[config.mk]
export PLATFORM = sky130hd
export DESIGN_NAME = gpio_bank_ctrl
export DESIGN_NICKNAME = d
export VERILOG_FILES = /design/src/rtl/gpio_pkg.sv /design/src/rtl/gpio_sync.sv /design/src/rtl/gpio_addr_decode.sv /design/src/rtl/gpio_bank.sv /design/src/rtl/gpio_bank_ctrl.sv
export SDC_FILE = /design/constraint.sdc
export NUM_CORES = 2
export LEC_CHECK = 0
export ABC_AREA = 0
export ABC_CLOCK_PERIOD_IN_PS = 2700
export BUFFER_PORTS_ARGS = -buffer_cell sky130_fd_sc_hd__clkbuf_2
export CAP_MARGIN = 20
export CORE_ASPECT_RATIO = 1.5
export CORE_MARGIN = 3
export CORE_UTILIZATION = 35
export DETAILED_ROUTE_END_ITERATION = 10
export MAX_ROUTING_LAYER = met4
export PLACE_DENSITY_LB_ADDON = 0.1
export SLEW_MARGIN = 5
export SYNTH_ARGS = -nofsm -noshare
export SYNTH_HDL_FRONTEND = slang
export SYNTH_SLANG_ARGS = --single-unit
export TNS_END_PERCENT = 50
[constraint.sdc]
create_clock -name clk -period 2.7 [get_ports clk]
set_clock_uncertainty 0.2 [all_clocks]
set_input_delay 0 -clock clk [delete_from_list [all_inputs] [get_ports clk]]
set_output_delay 0 -clock clk [all_outputs]
set_load 0.005 [all_outputs]
[src/rtl/gpio_pkg.sv]
// Package: shared constants, register kinds and wake masks for the GPIO controller.
// Assumes four banks of 32 pins; the address map is fixed to that shape.
package gpio_pkg;

    localparam int NUM_BANKS = 4;
    localparam int BANK_W    = 32;
    localparam int PIN_W     = NUM_BANKS * BANK_W;
    localparam int BANK_IW   = $clog2(NUM_BANKS);

    typedef enum logic [3:0] {
        K_NONE, K_LEVEL, K_DIR, K_SET, K_CLR,
        K_RISE, K_FALL, K_STAT, K_AFLO, K_AFHI
    } reg_kind_e;

    // Kind of the n-th 12-byte group in the low part of the map.
    function automatic reg_kind_e group_kind(input int n);
        case (n)
            0:       return K_LEVEL;
            1:       return K_DIR;
            2:       return K_SET;
            3:       return K_CLR;
            4:       return K_RISE;
            5:       return K_FALL;
            6:       return K_STAT;
            default: return K_NONE;
        endcase
    endfunction

    // Fixed per-bank set of pins that may wake a halted core.
    function automatic logic [BANK_W-1:0] wake_mask(input int b);
        case (b)
            0:       return 32'h8003_FE1B;
            1:       return 32'h0020_01FC;
            2:       return 32'hEC08_0000;
            3:       return 32'h0012_007F;
            default: return '0;
        endcase
    endfunction

endpackage

[src/rtl/gpio_sync.sv]
// Module: multi-stage synchroniser for the pad input vector.
// Assumes pads are asynchronous; output lags input by STAGES clock edges.
module gpio_sync #(
    parameter int W      = 128,
    parameter int STAGES = 2
) (
    input  logic         clk,
    input  logic         rst_n,
    input  logic [W-1:0] d,
    output logic [W-1:0] q
);

    logic [W-1:0] stg [STAGES];

    // Shift the pad vector through the flop chain.
    always_ff @(posedge clk) begin
        if (!rst_n) begin
            for (int i = 0; i < STAGES; i++) stg[i] <= '0;
        end else begin
            stg[0] <= d;
            for (int i = 1; i < STAGES; i++) stg[i] <= stg[i-1];
        end
    end

    assign q = stg[STAGES-1];

endmodule

[src/rtl/gpio_addr_decode.sv]
// Module: maps a byte offset to a register kind and bank index.
// Assumes word-aligned accesses; anything else, or offsets >= 0x200, decode to K_NONE.
module gpio_addr_decode
    import gpio_pkg::*;
#(
    parameter int ADDR_W = 12
) (
    input  logic [ADDR_W-1:0]  addr,
    output reg_kind_e          kind,
    output logic [BANK_IW-1:0] bank
);

    localparam int GROUPS   = 7;
    localparam int AF_FIRST = 21;

    logic       in_window;
    logic [5:0] word;

    assign in_window = (addr[ADDR_W-1:9] == '0) && (addr[1:0] == 2'b00);
    assign word      = addr[7:2];

    // Search the group table; low page holds banks 0..2, upper page holds bank 3.
    always_comb begin
        kind = K_NONE;
        bank = '0;
        if (in_window) begin
            for (int k = 0; k < GROUPS; k++) begin
                if (!addr[8]) begin
                    for (int b = 0; b < NUM_BANKS - 1; b++) begin
                        if (word == 6'(3 * k + b)) begin
                            kind = group_kind(k);
                            bank = BANK_IW'(b);
                        end
                    end
                end else if (word == 6'(3 * k)) begin
                    kind = group_kind(k);
                    bank = BANK_IW'(NUM_BANKS - 1);
                end
            end
            if (!addr[8]) begin
                for (int b = 0; b < NUM_BANKS; b++) begin
                    if (word == 6'(AF_FIRST + 2 * b)) begin
                        kind = K_AFLO;
                        bank = BANK_IW'(b);
                    end
                    if (word == 6'(AF_FIRST + 2 * b + 1)) begin
                        kind = K_AFHI;
                        bank = BANK_IW'(b);
                    end
                end
            end
        end
    end

endmodule

[src/rtl/gpio_bank.sv]
// Module: register state, edge detection and wake sensing for one 32-pin bank.
// Assumes pin_sync is already synchronised; a new edge wins over a same-cycle clear.
module gpio_bank
    import gpio_pkg::*;
#(
    parameter int          W    = 32,
    parameter logic [W-1:0] WAKE = '0
) (
    input  logic         clk,
    input  logic         rst_n,
    input  logic         wr_en,
    input  reg_kind_e    kind,
    input  logic [W-1:0] wdata,
    input  logic [W-1:0] pin_sync,
    output logic [W-1:0] rd_data,
    output logic [W-1:0] pin_out,
    output logic [W-1:0] pin_oe,
    output logic [W-1:0] stat,
    output logic         wake_hit
);

    logic [W-1:0] dir_q, latch_q, rise_q, fall_q, stat_q, aflo_q, afhi_q, prev_q;
    logic [W-1:0] rise_hit, fall_hit, clr_mask;

    assign rise_hit = pin_sync & ~prev_q & ~dir_q & rise_q;
    assign fall_hit = ~pin_sync & prev_q & ~dir_q & fall_q;
    assign clr_mask = (wr_en && kind == K_STAT) ? wdata : '0;

    // Configuration and output latch updates from the bus.
    always_ff @(posedge clk) begin
        if (!rst_n) begin
            dir_q   <= '0;
            latch_q <= '0;
            rise_q  <= '0;
            fall_q  <= '0;
            aflo_q  <= '0;
            afhi_q  <= '0;
        end else if (wr_en) begin
            case (kind)
                K_DIR:   dir_q   <= wdata;
                K_SET:   latch_q <= latch_q | wdata;
                K_CLR:   latch_q <= latch_q & ~wdata;
                K_RISE:  rise_q  <= wdata;
                K_FALL:  fall_q  <= wdata;
                K_AFLO:  aflo_q  <= wdata;
                K_AFHI:  afhi_q  <= wdata;
                default: ;
            endcase
        end
    end

    // Sticky edge status with write-one-to-clear; new edges take priority.
    always_ff @(posedge clk) begin
        if (!rst_n) begin
            stat_q <= '0;
            prev_q <= '0;
        end else begin
            stat_q <= (stat_q & ~clr_mask) | rise_hit | fall_hit;
            prev_q <= pin_sync;
        end
    end

    // Read data for the selected register kind.
    always_comb begin
        case (kind)
            K_LEVEL: rd_data = (latch_q & dir_q) | (pin_sync & ~dir_q);
            K_DIR:   rd_data = dir_q;
            K_RISE:  rd_data = rise_q;
            K_FALL:  rd_data = fall_q;
            K_STAT:  rd_data = stat_q;
            K_AFLO:  rd_data = aflo_q;
            K_AFHI:  rd_data = afhi_q;
            default: rd_data = '0;
        endcase
    end

    assign pin_out  = latch_q & dir_q;
    assign pin_oe   = dir_q;
    assign stat     = stat_q;
    assign wake_hit = |((pin_sync ^ prev_q) & ~dir_q & WAKE);

endmodule

[src/rtl/gpio_bank_ctrl.sv]
// Module: top of the banked GPIO controller; decodes the bus, holds four banks,
// merges interrupts and registers the wake request.
// Assumes one access per cycle; reads are combinational, writes land on the clock edge.
module gpio_bank_ctrl
    import gpio_pkg::*;
#(
    parameter int ADDR_W      = 12,
    parameter int SYNC_STAGES = 2
) (
    input  logic              clk,
    input  logic              rst_n,
    input  logic              bus_wr_en,
    input  logic [ADDR_W-1:0] bus_addr,
    input  logic [31:0]       bus_wdata,
    output logic [31:0]       bus_rdata,
    input  logic [PIN_W-1:0]  pin_in,
    output logic [PIN_W-1:0]  pin_out,
    output logic [PIN_W-1:0]  pin_oe,
    input  logic              core_halted,
    output logic              irq_pin0,
    output logic              irq_pin1,
    output logic              irq_other,
    output logic              wake_req
);

    reg_kind_e          kind;
    logic [BANK_IW-1:0] bank_sel;
    logic [PIN_W-1:0]   pin_sync;
    logic [BANK_W-1:0]  bank_rd   [NUM_BANKS];
    logic [BANK_W-1:0]  bank_stat [NUM_BANKS];
    logic [NUM_BANKS-1:0] bank_wake;

    gpio_sync #(.W(PIN_W), .STAGES(SYNC_STAGES)) u_sync (
        .clk   (clk),
        .rst_n (rst_n),
        .d     (pin_in),
        .q     (pin_sync)
    );

    gpio_addr_decode #(.ADDR_W(ADDR_W)) u_dec (
        .addr (bus_addr),
        .kind (kind),
        .bank (bank_sel)
    );

    for (genvar b = 0; b < NUM_BANKS; b++) begin : g_bank
        gpio_bank #(.W(BANK_W), .WAKE(wake_mask(b))) u_bank (
            .clk      (clk),
            .rst_n    (rst_n),
            .wr_en    (bus_wr_en && kind != K_NONE && bank_sel == BANK_IW'(b)),
            .kind     (kind),
            .wdata    (bus_wdata),
            .pin_sync (pin_sync[b*BANK_W +: BANK_W]),
            .rd_data  (bank_rd[b]),
            .pin_out  (pin_out[b*BANK_W +: BANK_W]),
            .pin_oe   (pin_oe[b*BANK_W +: BANK_W]),
            .stat     (bank_stat[b]),
            .wake_hit (bank_wake[b])
        );
    end

    assign bus_rdata = (kind == K_NONE) ? '0 : bank_rd[bank_sel];

    // Split interrupts: dedicated lines for pins 0 and 1, one shared line for the rest.
    always_comb begin
        irq_pin0  = bank_stat[0][0];
        irq_pin1  = bank_stat[0][1];
        irq_other = |bank_stat[0][BANK_W-1:2];
        for (int b = 1; b < NUM_BANKS; b++) irq_other = irq_other | (|bank_stat[b]);
    end

    // Register the wake request while the core is halted.
    always_ff @(posedge clk) begin
        if (!rst_n) wake_req <= 1'b0;
        else        wake_req <= core_halted && (|bank_wake);
    end

endmodule

==> metrics.txt <==
pwr/cell area 522 mW/mm^2; Yosys cell types 90; Worst Hold Path Cells 8; vias in the first global route 55800; WL/cell 29.0 um; Layout Nets 8463; H-tree depth 4; worst r2r dst wake_req; slowest cell delay on critical path 0.58 ns; worst r2r src u_sync.stg[0][141]; std cell rows 181; commonest non-fill, non-tap cell in the layout nand2_1; sequential fraction of design power 45.9%; cell area after placement 0.0676 sq mm; Worst Setup Start Kind input pin; clock group share of total power 46.2%; placer congestion estimate 1.00; Die W 338 um; Max Cap Viol 0; antenna violations before repair 11; crit end category output port; fmax 305 MHz; area leader, netlist dfxtp_1; Max IR drop VDD 0.701 mV; layout cells sized above 1 23.7%; Core Region 0.163 sq mm; Final Instance Area 0.0805 sq mm; final setup fails 33; slew of the pin with the lowest slew margin 1.13 ns; CTS tree done; fin cells 10400; Sw Share 25.0%; CTS clk-pin slew, worst paths 0.06 ns; largest cells by area after synthesis dfxtp_1 44%, nand2_1 10%, a21boi_0 6.9%, and2_1 5.6%, a21oi_1 3.9%; FF-to-FF setup slack 0.15 ns; FFs w/ async S/R, synth 0%; fin crit period 3.28 ns; Worst Path Required 2.50 ns; Detailed Routing Iterations Pass 1 6; total negative slack -13.46 ns; Top Ports 468; Yosys top cell area share 44.4%; synthesized cell area 0.0577 sq mm; Leak 29.9 nW; RSZ-0062 raised after global routing yes; max-slew violations 0; Die ar. 0.170 sq mm; area grow syn2layout 39.5%; Synthesis Warnings 0; sw power 10.5 mW; synthesized area per cell 8.35 sq um; global-route wire length before repair 417000 um; grt ovf 0; Via density 5.61; Final HPWL DP 213000 um; crit path DAT 3.08 ns; Routed WL 302000 um; total number of vias 58500; slowest CP cell or4b_4; Net Count, Synth 7161; post-synthesis xor/xnor area fraction 0.0758%; status complete, but fails checks; Initial Util 35.4%; crit-path max FO 9; clock sinks 1281; register area share after synthesis 44.4%; hold violation count in the final report 0; HP Start bus_addr[0]; Placement Setup Slack -1.51 ns; CTS Buf Count 137; DR iter-0 viols 5369; root buf cell clkbuf_16; r2r worst-path depth 10; Synth Area in Compound Gates 23.8%; Primary FF master, synth dfxtp_1; largest net degree at the start of global routing 103; mux cell area share after synthesis 2.44%; Tcrit/Tclk final 121%; clk buf depth 3; Post-synth EDFFs 0; Mapped Cells 6911; Tot GR Track Use 35.4%; max_slew headroom 24.7%; largest family of logic cells by synthesized area compound AO/OA/AOI/OAI gates; Placed Cells 9613; DRC viols 0; failing checks setup timing; combinational group share of total power 7.9%; Final Worst Setup Slack -0.578 ns; CP Cell Sequence clkbuf_16 -> or4b_4 -> a2111o_1 -> a21oi_4 -> and3_4 -> buf_12 -> buf_12 -> buf_12 -> a221o_1 -> nor4_4 -> nor4_4 -> buf_4 -> buf_6; Most Frequent Cell on Critical Path buf_12; clock latency on the worst-skew pair 0.82 ns; IO Port Bufs 467; Synth Register Bits 1281; Internal 31.5 mW; Crit Path Category in -> out; worst hold path class in -> reg; simple-gate share of the synthesized area 22.2%; Antenna Nets Post-Route 0; Synth Area in Adders 1.62%; layout filler cell count 15600; Die Y 503 um; commonest cells after routing, fill and taps aside 1600 x nand2_1, 1270 x dfxtp_1, 573 x buf_4, 518 x a21boi_0, 513 x and2_1
area by class of cell:
class                           count  area, sq um  share of cell area (%)
Sequential cell                  1281        25700                    31.9
Tap cell                         2104         2630                    3.27
Antenna cell                        7         17.5                  0.0218
Inverter                          198          743                   0.923
Clock inverter                     37          472                   0.586
Multi-Input combinational cell   4868        31300                    38.8
Clock buffer                      204         4010                    4.97
Timing Repair Buffer             1727        15700                    19.6
power by group through the flow:
| stage | Clock (mW) | Combinational, mW | Sequential, mW |
|---|---|---|---|
| 6_report | 19.4 | 3.33 | 19.3 |
| 5_1_grt | 20.4 | 3.44 | 19.3 |
| 4_1_cts | 19.7 | 3.16 | 19.3 |
| 3_5_place_dp | 0 | 2.43 | 19.7 |
| 3_3_place_gp | 0 | 2.43 | 19.7 |
| 2_1_floorplan | 0 | 1.21 | 19.6 |
flip-flops by register name, summed over array words and instances, names as in the netlist, named ones only:
name and cells:
g_bank.u_bank.prev_q 128, u_sync.stg 256, g_bank.u_bank.fall_q 128, g_bank.u_bank.rise_q 128, g_bank.u_bank.pin_oe 128, wake_req 1, g_bank.u_bank.aflo_q 128, g_bank.u_bank.stat 128
g_bank.u_bank.afhi_q 128
metrics by stage:
| step | utilization, % | hold WS [ns] | power, mW |
|---|---|---|---|
| floorplan | - | -0.0808 | 20.8 |
| global placement | 41.4 | 0.00657 | 22.1 |
| detailed placement | 41.4 | 0.00843 | 22.1 |
| CTS | 48.5 | 0.100 | 42.2 |
| global route | 49.4 | 0.157 | 43.1 |
| finish | 49.4 | 0.158 | 42.0 |
worst max path at each step:
stage                     slack, ns  cells past startpoint       endpoint   startpoint
after floorplan                0.07                     11       register  bus_addr[3]
after global placement        -1.54                     17  bus_rdata[19]  bus_addr[3]
after detailed placement      -1.51                     17  bus_rdata[20]  bus_addr[3]
after CTS                     -0.51                     13   bus_rdata[5]  bus_addr[2]
after global routing          -0.59                     14   bus_rdata[5]  bus_addr[2]
final                         -0.58                     13  bus_rdata[20]  bus_addr[3]
critical path, delay by kind of cell:
| kind | cells | cell delay, ns |
|---|---|---|
| simple gates | 4 | 1.34 |
| buf+inv | 6 | 0.86 |
| compound gates | 3 | 0.84 |
cells by family after synthesis:
family | after synthesis
muxes | 140
and+or+nand+nor | 2700
buffers and inverters | 762
AOI/OAI and AO/OA | 1948
DFF | 1281
adders and majority gates | 75
xor gates and xnor gates | 5
routing by layer:
layer / part of all wire, % / vias up / global-route usage, %
met2: 46 / 2672 / 56.8
met4: 8.3 / 0 / 22.7
li1: - / 26300 / -
met1: 39 / 28700 / 41.4
met5: 0 / - / -
met3: 6.9 / 836 / 5.01
cells in the mapped netlist (65+ instances only):
master / count
mux2i_1: 135
and2_1: 518
nand2_1: 1610
buf_2: 167
a21boi_0: 530
a31o_2: 124
clkbuf_1: 362
inv_1: 198
a21oi_1: 453
o21a_1: 130
nor2_1: 131
a22oi_1: 82
o21ai_0: 65
o22ai_1: 74
nand3b_1: 184
a21boi_1: 240
dfxtp_1: 1281
ha_1: 74
nor4_1: 81
repair_timing:
action | in CTS | in global routing
endpoints found under the setup margin | 273 | 69
resized for setup | 387 | 214
hold buffers | 423 | 0
endpoints found under the hold margin | 1280 | 0
setup buffers | 86 | 59
cloned | 6 | 8
pin swaps | 88 | 88
Power figures use the tool's default switching activity.
